File: src/rtl/afsk_pkg.sv
// afsk_pkg: byte codes and elaboration helpers shared by the tone modulator.
// Assumes byte codes are fixed by the link layer and never change at run time.
package afsk_pkg;
    localparam logic [7:0] FLAG_BYTE  = 8'h7E;
    localparam logic [7:0] ABORT_BYTE = 8'h7F;
    localparam logic [7:0] ESC_BYTE   = 8'h1B;

    // Integer division rounded to nearest, for elaboration-time constants
    function automatic int div_round(input int num, input int den);
        return (num + den / 2) / den;
    endfunction
endpackage

File: src/rtl/afsk_sine_lut.sv
// afsk_sine_lut: maps a phase to an unsigned 8-bit sine level.
// Stores only the rising quarter wave (computed at elaboration) and derives the
// other quarters by index mirroring and amplitude inversion. Purely combinational.
module afsk_sine_lut #(
    parameter int PHASE_BITS = 9
) (
    input  logic [PHASE_BITS-1:0] phase_i,
    output logic [7:0]            level_o
);
    localparam int QW     = PHASE_BITS - 2;
    localparam int QDEPTH = 1 << QW;

    logic [7:0]    quarter [QDEPTH];
    logic [QW-1:0] idx;
    logic [7:0]    base;

    // Quarter-wave entries: 128 + round(127*sin(pi/2 * i/QDEPTH))
    for (genvar gi = 0; gi < QDEPTH; gi++) begin : g_tab
        localparam int LEVEL = 128 + $rtoi(127.0 * $sin(3.141592653589793 * real'(gi)
                                                         / real'(2 * QDEPTH)) + 0.5);
        assign quarter[gi] = 8'(LEVEL);
    end

    // Mirror the index in the falling quarter, invert the level in the lower half
    always_comb begin
        idx     = phase_i[PHASE_BITS-2] ? ~phase_i[QW-1:0] : phase_i[QW-1:0];
        base    = quarter[idx];
        level_o = phase_i[PHASE_BITS-1] ? (8'd255 - base) : base;
    end
endmodule

File: src/rtl/afsk_dds.sv
// afsk_dds: phase accumulator plus registered sample output.
// Assumes step_i is high at most once per sample tick; space_i selects the
// increment for that step. The sample reflects the phase after the increment.
module afsk_dds #(
    parameter int PHASE_BITS = 9,
    parameter int MARK_INC   = 64,
    parameter int SPACE_INC  = 117
) (
    input  logic       clk,
    input  logic       rst_n,
    input  logic       step_i,
    input  logic       space_i,
    output logic [7:0] sample_o,
    output logic       valid_o
);
    localparam logic [PHASE_BITS-1:0] MARK_STEP  = PHASE_BITS'(MARK_INC);
    localparam logic [PHASE_BITS-1:0] SPACE_STEP = PHASE_BITS'(SPACE_INC);

    logic [PHASE_BITS-1:0] acc_q;
    logic [PHASE_BITS-1:0] acc_n;
    logic [7:0]            level;

    // Next phase, wrapping naturally at the accumulator width
    always_comb acc_n = acc_q + (space_i ? SPACE_STEP : MARK_STEP);

    afsk_sine_lut #(.PHASE_BITS(PHASE_BITS)) u_lut (
        .phase_i (acc_n),
        .level_o (level)
    );

    // Advance phase and capture the sample on each step
    always_ff @(posedge clk) begin
        if (!rst_n) begin
            acc_q    <= '0;
            sample_o <= 8'd128;
            valid_o  <= 1'b0;
        end else begin
            valid_o <= step_i;
            if (step_i) begin
                acc_q    <= acc_n;
                sample_o <= level;
            end
        end
    end
endmodule

File: src/rtl/afsk_byte_hold.sv
// afsk_byte_hold: one-byte holding stage in front of the bit engine.
// take_i consumes the held byte; take_next_i additionally consumes the byte
// presented on the input in the same cycle (escape handling). The engine only
// raises take_next_i when in_valid_i is high.
module afsk_byte_hold (
    input  logic       clk,
    input  logic       rst_n,
    input  logic [7:0] in_data_i,
    input  logic       in_valid_i,
    output logic       in_ready_o,
    input  logic       take_i,
    input  logic       take_next_i,
    output logic       head_valid_o,
    output logic [7:0] head_o
);
    // Accept whenever the slot is free or being emptied this cycle
    always_comb in_ready_o = !head_valid_o || take_i;

    // Refill or drain the holding slot
    always_ff @(posedge clk) begin
        if (!rst_n) begin
            head_valid_o <= 1'b0;
            head_o       <= '0;
        end else if (take_next_i) begin
            head_valid_o <= 1'b0;
        end else if (in_valid_i && in_ready_o) begin
            head_valid_o <= 1'b1;
            head_o       <= in_data_i;
        end else if (take_i) begin
            head_valid_o <= 1'b0;
        end
    end
endmodule

File: src/rtl/afsk_tx_ctrl.sv
// afsk_tx_ctrl: per-tick bit engine. At each bit boundary it picks the next
// byte (preamble flag, held byte, escaped byte or trailer flag) and decides
// the next line bit with NRZI and zero insertion. It issues one DDS step per
// tick while busy, and decides to stop only at a byte boundary.
module afsk_tx_ctrl
    import afsk_pkg::*;
#(
    parameter int SPB       = 8,
    parameter int PRE_BYTES = 3,
    parameter int TRL_BYTES = 3,
    parameter int CNT_W     = 16
) (
    input  logic       clk,
    input  logic       rst_n,
    input  logic       start_i,
    input  logic       tick_i,
    input  logic       head_valid_i,
    input  logic [7:0] head_i,
    input  logic       next_valid_i,
    input  logic [7:0] next_i,
    output logic       take_o,
    output logic       take_next_o,
    output logic       step_o,
    output logic       space_o,
    output logic       busy_o
);
    localparam int SCW = (SPB > 1) ? $clog2(SPB) : 1;
    localparam logic [SCW-1:0]   SC_LAST = SCW'(SPB - 1);
    localparam logic [CNT_W-1:0] CNT_ONE = CNT_W'(1);

    logic             busy_q, tone_q, act_q, stuff_q;
    logic [CNT_W-1:0] pre_q, trl_q, pre_n, trl_n;
    logic [SCW-1:0]   scnt_q;
    logic [2:0]       pos_q, ones_q, pos_n, ones_n, cur_pos, cur_ones;
    logic [7:0]       byte_q, nb;
    logic             nstuff, loaded, stop, flip, act_n, tick_run, need_bit;

    assign busy_o = busy_q;

    // Byte selection, stop decision and next-bit decision for this tick
    always_comb begin
        take_o      = 1'b0;
        take_next_o = 1'b0;
        stop        = 1'b0;
        loaded      = 1'b0;
        nb          = byte_q;
        nstuff      = stuff_q;
        pre_n       = pre_q;
        trl_n       = trl_q;
        flip        = 1'b0;
        ones_n      = ones_q;
        pos_n       = pos_q;
        act_n       = act_q;
        tick_run    = tick_i && busy_q;
        need_bit    = tick_run && (scnt_q == '0);

        if (need_bit && !act_q) begin
            if (pre_q != '0) begin
                nb     = FLAG_BYTE;
                nstuff = 1'b0;
                loaded = 1'b1;
                pre_n  = pre_q - CNT_ONE;
            end else if (!head_valid_i) begin
                if (trl_q == '0) begin
                    stop = 1'b1;
                end else begin
                    nb     = FLAG_BYTE;
                    nstuff = 1'b0;
                    loaded = 1'b1;
                    trl_n  = trl_q - CNT_ONE;
                end
            end else begin
                take_o = 1'b1;
                if (head_i == ESC_BYTE) begin
                    if (next_valid_i) begin
                        take_next_o = 1'b1;
                        nb          = next_i;
                        nstuff      = 1'b1;
                        loaded      = 1'b1;
                    end else begin
                        stop = 1'b1;
                    end
                end else begin
                    nb     = head_i;
                    nstuff = !(head_i == FLAG_BYTE || head_i == ABORT_BYTE);
                    loaded = 1'b1;
                end
            end
        end

        cur_pos  = loaded ? 3'd0 : pos_q;
        cur_ones = loaded ? 3'd0 : ones_q;

        if (need_bit && !stop) begin
            if (nstuff && cur_ones >= 3'd5) begin
                flip   = 1'b1;
                ones_n = 3'd0;
                pos_n  = cur_pos;
                act_n  = 1'b1;
            end else begin
                if (nb[cur_pos]) begin
                    ones_n = cur_ones + 3'd1;
                end else begin
                    flip   = 1'b1;
                    ones_n = 3'd0;
                end
                pos_n = cur_pos + 3'd1;
                act_n = (cur_pos != 3'd7);
            end
        end

        step_o  = tick_run && !stop;
        space_o = tone_q ^ flip;
    end

    // Engine state: run control, byte counters, bit position and tone
    always_ff @(posedge clk) begin
        if (!rst_n) begin
            busy_q  <= 1'b0;
            tone_q  <= 1'b0;
            act_q   <= 1'b0;
            stuff_q <= 1'b0;
            pre_q   <= '0;
            trl_q   <= '0;
            scnt_q  <= '0;
            pos_q   <= '0;
            ones_q  <= '0;
            byte_q  <= '0;
        end else if (start_i && !busy_q) begin
            busy_q <= 1'b1;
            tone_q <= 1'b0;
            act_q  <= 1'b0;
            pre_q  <= CNT_W'(PRE_BYTES);
            trl_q  <= CNT_W'(TRL_BYTES);
            scnt_q <= '0;
            pos_q  <= '0;
            ones_q <= '0;
        end else begin
            if (stop) busy_q <= 1'b0;
            pre_q <= pre_n;
            trl_q <= trl_n;
            if (need_bit && !stop) begin
                byte_q  <= nb;
                stuff_q <= nstuff;
                ones_q  <= ones_n;
                pos_q   <= pos_n;
                act_q   <= act_n;
            end
            if (step_o) begin
                tone_q <= space_o;
                scnt_q <= (scnt_q == '0) ? SC_LAST : scnt_q - SCW'(1);
            end
        end
    end
endmodule

File: src/rtl/afsk_tone_mod.sv
// afsk_tone_mod: top of the AFSK tone modulator. Wires the holding stage,
// the bit engine and the DDS. Assumes DAC_RATE is an integer multiple of
// BIT_RATE, and that sample_tick_i pulses at the DAC rate.
module afsk_tone_mod
    import afsk_pkg::*;
#(
    parameter int DAC_RATE    = 9600,
    parameter int BIT_RATE    = 1200,
    parameter int MARK_HZ     = 1200,
    parameter int SPACE_HZ    = 2200,
    parameter int PHASE_BITS  = 9,
    parameter int PREAMBLE_MS = 20,
    parameter int TRAILER_MS  = 20,
    parameter int CNT_W       = 16
) (
    input  logic       clk,
    input  logic       rst_n,
    input  logic       start_i,
    input  logic       sample_tick_i,
    input  logic [7:0] in_data_i,
    input  logic       in_valid_i,
    output logic       in_ready_o,
    output logic [7:0] sample_o,
    output logic       sample_valid_o,
    output logic       busy_o
);
    localparam int SPB       = DAC_RATE / BIT_RATE;
    localparam int MARK_INC  = div_round((1 << PHASE_BITS) * MARK_HZ, DAC_RATE);
    localparam int SPACE_INC = div_round((1 << PHASE_BITS) * SPACE_HZ, DAC_RATE);
    localparam int PRE_BYTES = div_round(PREAMBLE_MS * BIT_RATE, 8000);
    localparam int TRL_BYTES = div_round(TRAILER_MS * BIT_RATE, 8000);

    logic       take, take_next, head_valid, step, space;
    logic [7:0] head;

    afsk_byte_hold u_hold (
        .clk          (clk),
        .rst_n        (rst_n),
        .in_data_i    (in_data_i),
        .in_valid_i   (in_valid_i),
        .in_ready_o   (in_ready_o),
        .take_i       (take),
        .take_next_i  (take_next),
        .head_valid_o (head_valid),
        .head_o       (head)
    );

    afsk_tx_ctrl #(
        .SPB       (SPB),
        .PRE_BYTES (PRE_BYTES),
        .TRL_BYTES (TRL_BYTES),
        .CNT_W     (CNT_W)
    ) u_ctrl (
        .clk          (clk),
        .rst_n        (rst_n),
        .start_i      (start_i),
        .tick_i       (sample_tick_i),
        .head_valid_i (head_valid),
        .head_i       (head),
        .next_valid_i (in_valid_i),
        .next_i       (in_data_i),
        .take_o       (take),
        .take_next_o  (take_next),
        .step_o       (step),
        .space_o      (space),
        .busy_o       (busy_o)
    );

    afsk_dds #(
        .PHASE_BITS (PHASE_BITS),
        .MARK_INC   (MARK_INC),
        .SPACE_INC  (SPACE_INC)
    ) u_dds (
        .clk      (clk),
        .rst_n    (rst_n),
        .step_i   (step),
        .space_i  (space),
        .sample_o (sample_o),
        .valid_o  (sample_valid_o)
    );
endmodule

File: config.mk
export PLATFORM = sky130hd
export DESIGN_NAME = afsk_tone_mod
export DESIGN_NICKNAME = d
export VERILOG_FILES = /design/src/rtl/afsk_pkg.sv /design/src/rtl/afsk_sine_lut.sv /design/src/rtl/afsk_dds.sv /design/src/rtl/afsk_byte_hold.sv /design/src/rtl/afsk_tx_ctrl.sv /design/src/rtl/afsk_tone_mod.sv
export SDC_FILE = /design/constraint.sdc
export NUM_CORES = 1
export LEC_CHECK = 0
export BUFFER_PORTS_ARGS = -buffer_cell sky130_fd_sc_hd__clkbuf_2
export CORE_MARGIN = 8
export CORE_UTILIZATION = 45
export DETAILED_ROUTE_END_ITERATION = 8
export SYNTH_ARGS = -nofsm -noshare
export SYNTH_HDL_FRONTEND = slang
export SYNTH_SLANG_ARGS = --single-unit
File: constraint.sdc
create_clock -name clk -period 17.94 [get_ports clk]
set_input_delay 1.794 -clock clk [delete_from_list [all_inputs] [get_ports clk]]
set_output_delay 1.794 -clock clk [all_outputs]
set_load 0.1 [all_outputs]
==> metrics.txt, run 1 <==
status finished clean; first-pass GRT wire length 26.1 mm; Yosys reg bits 80; final weighted congestion in routability-driven placement between 0.9 and 1; CP Launch Type input port; Cell Area, Synth between 5000 and 6000 um^2; # hold bufs at CTS 0; Initial Utilization 0.456; largest net degree at the start of global routing 36; dpl hpwl roughly 12 mm; io pins 24; commonest cells in the netlist nor2_1, dfxtp_1, nand2_1; final worst-path cycle share 0.450; Setup Buffers After CTS 0; Final Max Slew Viols 0; post-DR vias/cell around 6; slowest CP cell ha_1; synth warn 0; worst skew pair latency around 0.33 ns; Crit path largest cell delay around 0.62 ns; max-cap violations 0; setup TNS 0 ns; asr flop ratio synth 0; TritonCTS Buffers 9; cells after synthesis around 730; Final Hold Viols 0; total track usage 0.194; CORE AREA between 10000 and 15000 um^2; Sink Count 80; Syn Area/Cell between 7 and 8 um^2; fill cell instance count of the final layout 1254; synth top area cells dfxtp_1, nor2_1, ha_1, xnor2_1, a21oi_1; clk_skew roughly 0.0056 ns; most common cell in the netlist nor2_1; Worst Setup Path Type in -> reg; layout cells sized above 1 0.107; Crit path required time ~18 ns; Reg clk slew, reported paths approximately 0.060 ns; CP endpoint kind register; grt ovf 0; multi-input combinational cell area ~3800 um^2; vias in the first global route 5181; DRC 0; Storage cell area ~1600 um^2; CP most frequent cell a21oi_1; Clock Tree Buf Depth 2; Max-slew headroom 0.148; Nets ~760; Post-synth EDFFs 0; Avg WL per Cell approximately 18 um; Syn-to-layout area delta 9.40%; most common flop cell mapped by yosys dfxtp_1; Hold Crit Class reg -> reg; area leader, netlist dfxtp_1; row count 41; Worst EP arrival ~8.3 ns; Post-Synthesis Net Count 764; via count roughly 5400; Die W 129 um; Worst Hold Slack between 0.4 and 0.5 ns; Netlist cell types 82; ANT cells 0; sequential area share after synthesis 0.281; Root Buffer clkbuf_16; fmax about 120 MHz; share of the synthesized area in the top cell type 0.281; buffers added on ports 23; Tightest Pin Transition 1.26 ns; setup violators final 0; Post-DRT Antenna Nets 0; Crit Path Max Fanout 25; P per Cell Area around 100 nW/um^2; initial DRC count 454; First-pass DRT Iterations 5; DRT Wirelength about 16 mm; Worst VDD drop between 0.03 and 0.04 mV; Die Height ~130 um; H-tree Lvls 3; Leak around 2.4 nW; post-layout min period between 8 and 9 ns; initial antenna violation count 0; RSZ-0062 raised after global routing no; CTS tree done; die area roughly 17000 um^2; CTS-repair resized insts 0
==> critical path: cells and delay by family <==
| family | cells | cell delay, ns |
|---|---|---|
| buf+inv | 3 | 0.51 |
| simple gates | 4 | 0.76 |
| mux | 1 | 0.10 |
| compound gates | 12 | 3.01 |
| xor+xnor | 4 | 1.10 |
| fa+ha+maj | 2 | 1.02 |
==> kinds of logic (layout without fill, tap and decap cells) <==
| family | after synthesis | count (layout) | share of synthesized area |
|---|---|---|---|
| xor gates and xnor gates | 57 | 57 | 0.0991 |
| DFF | 80 | 80 | 0.281 |
| buffers and inverters | 71 | 76 | 0.0559 |
| AOI/OAI and AO/OA | 187 | 187 | 0.229 |
| adders and majority gates | 25 | 25 | 0.0548 |
| muxes | 22 | 22 | 0.0392 |
| and+or+nand+nor | 284 | 284 | 0.241 |
==> cell type report <==
cell class                 count  area share
multi-input combinational    575       0.608
tap                          172      0.0345
sequential                    80       0.256
clock inverter                 2     0.00962
inverter                      25      0.0150
clock buffer                  14      0.0439
timing repair buffer          35      0.0329
==> worst paths after layout <==
| kind | from | to | slack, ns | cells after the start |
|---|---|---|---|---|
| worst max register to register | u_ctrl.pre_q[4] | u_dds.sample_o[1] | 10.50 | 28 |
| worst min-delay path | u_dds.acc_q[0] | u_dds.acc_q[0] | 0.47 | 2 |
| worst min register to register | u_dds.acc_q[0] | u_dds.acc_q[0] | 0.47 | 2 |
| worst max-delay path | in_valid_i | u_dds.sample_o[1] | 9.87 | 26 |
==> per-layer routing <==
layer / part of all wire / GRT usage
met1: 0.43 / 0.226
met2: 0.48 / 0.336
met3: 0.059 / 0.0405
met4: 0.032 / 0.0857
met5: 0 / 0
==> report_power, final <==
part           switching [mW]  total, mW  leakage (nW)  internal, mW
sequential            0.00804      0.195         0.651         0.187
combinational           0.150      0.227          1.55        0.0769
clock                  0.0683      0.202         0.163         0.133
==> sequential cells by signal (all words and copies together), names as in the netlist <==
name / cells
u_ctrl.stuff_q: 1
u_dds.sample_o: 8
u_dds.acc_q: 9
u_hold.head_valid_o: 1
u_ctrl.busy_o: 1
u_hold.head_o: 8
u_ctrl.pre_q: 16
u_ctrl.pos_q: 3
u_ctrl.byte_q: 8
u_ctrl.scnt_q: 3
u_dds.valid_o: 1
u_ctrl.ones_q: 3
u_ctrl.act_q: 1
u_ctrl.trl_q: 16
u_ctrl.tone_q: 1
==> metrics by stage <==
stage | power (mW) | instances | setup WS (ns) | instance area [um^2] | utilization
2_1_floorplan | 0.368 | 726 | 10.54 | 5710 | -
3_3_place_gp | 0.420 | 887 | 9.89 | 5910 | 0.472
3_5_place_dp | 0.421 | 887 | 9.59 | 5910 | 0.472
4_1_cts | 0.625 | 903 | 9.93 | 6240 | 0.499
5_1_grt | 0.656 | 903 | 9.14 | 6240 | 0.499
6_report | 0.623 | 903 | 9.87 | 6240 | 0.499
==> cells in the final DEF, fill, tap and decap left out, types with 21 or more instances in the layout <==
master,Yosys,routed
a21oi_1,51,51
clkbuf_2,0,23
dfxtp_1,80,80
ha_1,25,25
inv_1,22,22
nand2_1,61,61
nand3_1,25,25
nor2_1,99,99
nor3_1,33,33
xnor2_1,31,30
xor2_1,21,21
Note: power is estimated with default switching activity, not from simulation.
==> run 2: changes to the inputs <==
- clock period: 17.94 -> 7 ns (I/O delays scaled with it)
==> metrics.txt, run 2 (synthesis results as in run 1) <==
status finished clean; Worst Setup Path Type reg -> reg; Die W 129 um (unchanged); Syn-to-layout area delta 11.7%; TritonCTS Buffers 9 (unchanged); DRT Wirelength 15.5 mm (-2.1%); fmax 158 MHz; dpl hpwl 11.5 mm (-0.34%); grt ovf 0 (unchanged); First-pass DRT Iterations 5 (unchanged); Worst Hold Slack 0.460 ns (-0.0131 ns); fin area 6370 um^2 (+2.1%); Final Max Slew Viols 0 (unchanged); Reg clk slew, reported paths 0.06 ns (about the same); H-tree Lvls 3 (unchanged); Storage cell area 1600 um^2 (unchanged); ANT cells 0 (unchanged); Final Hold Viols 0 (unchanged); vias in the first global route 5134 (-0.91%); Die Height 129 um (unchanged); CTS tree done; row count 41 (unchanged); total track usage 0.189 (-0.00436); Worst VDD drop 0.111 mV (+190%); via count 5387 (-0.90%); DRC 0 (unchanged); initial antenna violation count 0 (unchanged); post-DR vias/cell 5.87 (-2.4%); io pins 24 (unchanged); placed inst area 5990 um^2 (+1.3%); Crit path required time 7.26 ns (-10.94 ns); die area 16500 um^2 (unchanged); Post-DRT Antenna Nets 0 (unchanged); Worst EP arrival 6.59 ns (-1.73 ns); Nets 778 (+1.8%); Leak 2.42 nW (+2.6%); final weighted congestion in routability-driven placement 0.981 (+4.0%); post-layout min period between 6 and 7 ns; max-cap violations 0 (unchanged); CP Launch Type register; worst hold path depth 2 (unchanged); worst skew pair latency 0.34 ns (about the same); Tightest Pin Transition 1.28 ns (+0.0191 ns); Root Buffer clkbuf_16; Avg WL per Cell 16.9 um (-3.6%); leading registers by flop count u_ctrl.pre_q: 16 flops, u_ctrl.trl_q: 16 flops, u_dds.acc_q: 9 flops; Initial Utilization 0.456 (unchanged); Clock Tree Buf Depth 2 (unchanged); Hold Crit Class reg -> reg; P per Cell Area 248 nW/um^2 (+150%); Crit Path Max Fanout 11 (-56%); CP endpoint kind register; multi-input combinational cell area 3840 um^2 (+1.2%); largest net degree at the start of global routing 35 (-2.8%); # hold bufs at CTS 0 (unchanged); layout cells sized above 1 0.133 (+0.0262); commonest non-fill, non-tap cells in the layout nor2_1, dfxtp_1, nand2_1, a21oi_1, nor3_1; FF-to-FF path depth 27 (-3.6%); setup violators final 0 (unchanged); buffers added on ports 23 (unchanged); final worst-path cycle share 0.904; initial DRC count 383 (-16%); setup TNS 0 ns (unchanged); most common cell after layout, fill and taps aside nor2_1; Max-slew headroom 0.135 (-0.0129); first-pass GRT wire length 25.4 mm (-2.6%); CORE AREA 12500 um^2 (unchanged); fill cell instance count of the final layout 1278 (+1.9%); Sink Count 80 (unchanged); clk_skew 0.00715 ns (+0.00156 ns)
==> run 2: path summary, 6_finish.rpt <==
path	start	end	slack, ns
worst min-delay path	u_dds.acc_q[5]	u_dds.acc_q[5]	0.46
worst max-delay path	u_ctrl.pre_q[4]	u_dds.sample_o[1]	0.67
worst min register to register	u_dds.acc_q[5]	u_dds.acc_q[5]	0.46
worst max register to register	u_ctrl.pre_q[4]	u_dds.sample_o[1]	0.67
==> run 2: critical path: stages, from the launching register on <==
cell	delay [ns]
dfxtp_1	0.36
nor4_4	0.37
nand3b_2	0.19
or3_4	0.45
o31ai_4	0.28
nand2_1	0.12
inv_1	0.09
ha_1	0.14
o32ai_1	0.07
a21oi_1	0.17
nand3_1	0.18
a21oi_2	0.23
xor2_2	0.26
ha_2	0.32
nand3_1	0.25
o21a_2	0.36
xnor2_4	0.25
xnor2_1	0.20
inv_1	0.10
ha_1	0.26
buf_4	0.20
o41ai_2	0.37
o21a_1	0.20
o221ai_1	0.12
a32oi_1	0.22
o32ai_2	0.12
xor2_1	0.19
a21oi_1	0.17
==> run 2: power breakdown <==
| part | switching (mW) | total [mW] | leakage (nW) | internal (mW) |
|---|---|---|---|---|
| Clock | 0.180 | 0.492 | 0.150 | 0.312 |
| Combinational | 0.385 | 0.592 | 1.62 | 0.207 |
| Sequential | 0.0197 | 0.498 | 0.651 | 0.479 |
| Total | 0.584 | 1.58 | 2.42 | 0.998 |
==> run 2: timing repair <==
item / 4_1_cts / 5_1_grt
setup endpoints to repair: 0 / 5
resized for setup: 0 / 9
setup buffers: 0 / 4
==> run 2: final cells by class <==
| class | count | area share |
|---|---|---|
| Multi-Input combinational cell | 575 | 0.602 |
| Sequential cell | 80 | 0.251 |
| Timing Repair Buffer | 49 | 0.0487 |
| Clock buffer | 11 | 0.0365 |
| Tap cell | 172 | 0.0338 |
| Inverter | 25 | 0.0147 |
| Clock inverter | 5 | 0.0128 |
==> run 2: routing by layer <==
layer	wire, um	GRT usage	vias up	part of all wire
li1	-	-	2662	-
met1	6610	0.226	2513	0.43
met2	7390	0.321	175	0.48
met3	1020	0.0376	37	0.066
met4	493	0.0885	0	0.032
met5	0	0	-	0
==> run 2: through the flow <==
| step | cells | total power, mW | worst slack, ns | util |
|---|---|---|---|---|
| floorplan | 726 | 0.943 | 0.358 | - |
| global placement | 897 | 1.08 | 0.372 | 0.478 |
| detailed placement | 897 | 1.08 | 0.155 | 0.478 |
| CTS | 913 | 1.58 | 0.0746 | 0.503 |
| global route | 917 | 1.67 | -0.00755 | 0.509 |
| finish | 917 | 1.58 | 0.670 | 0.509 |
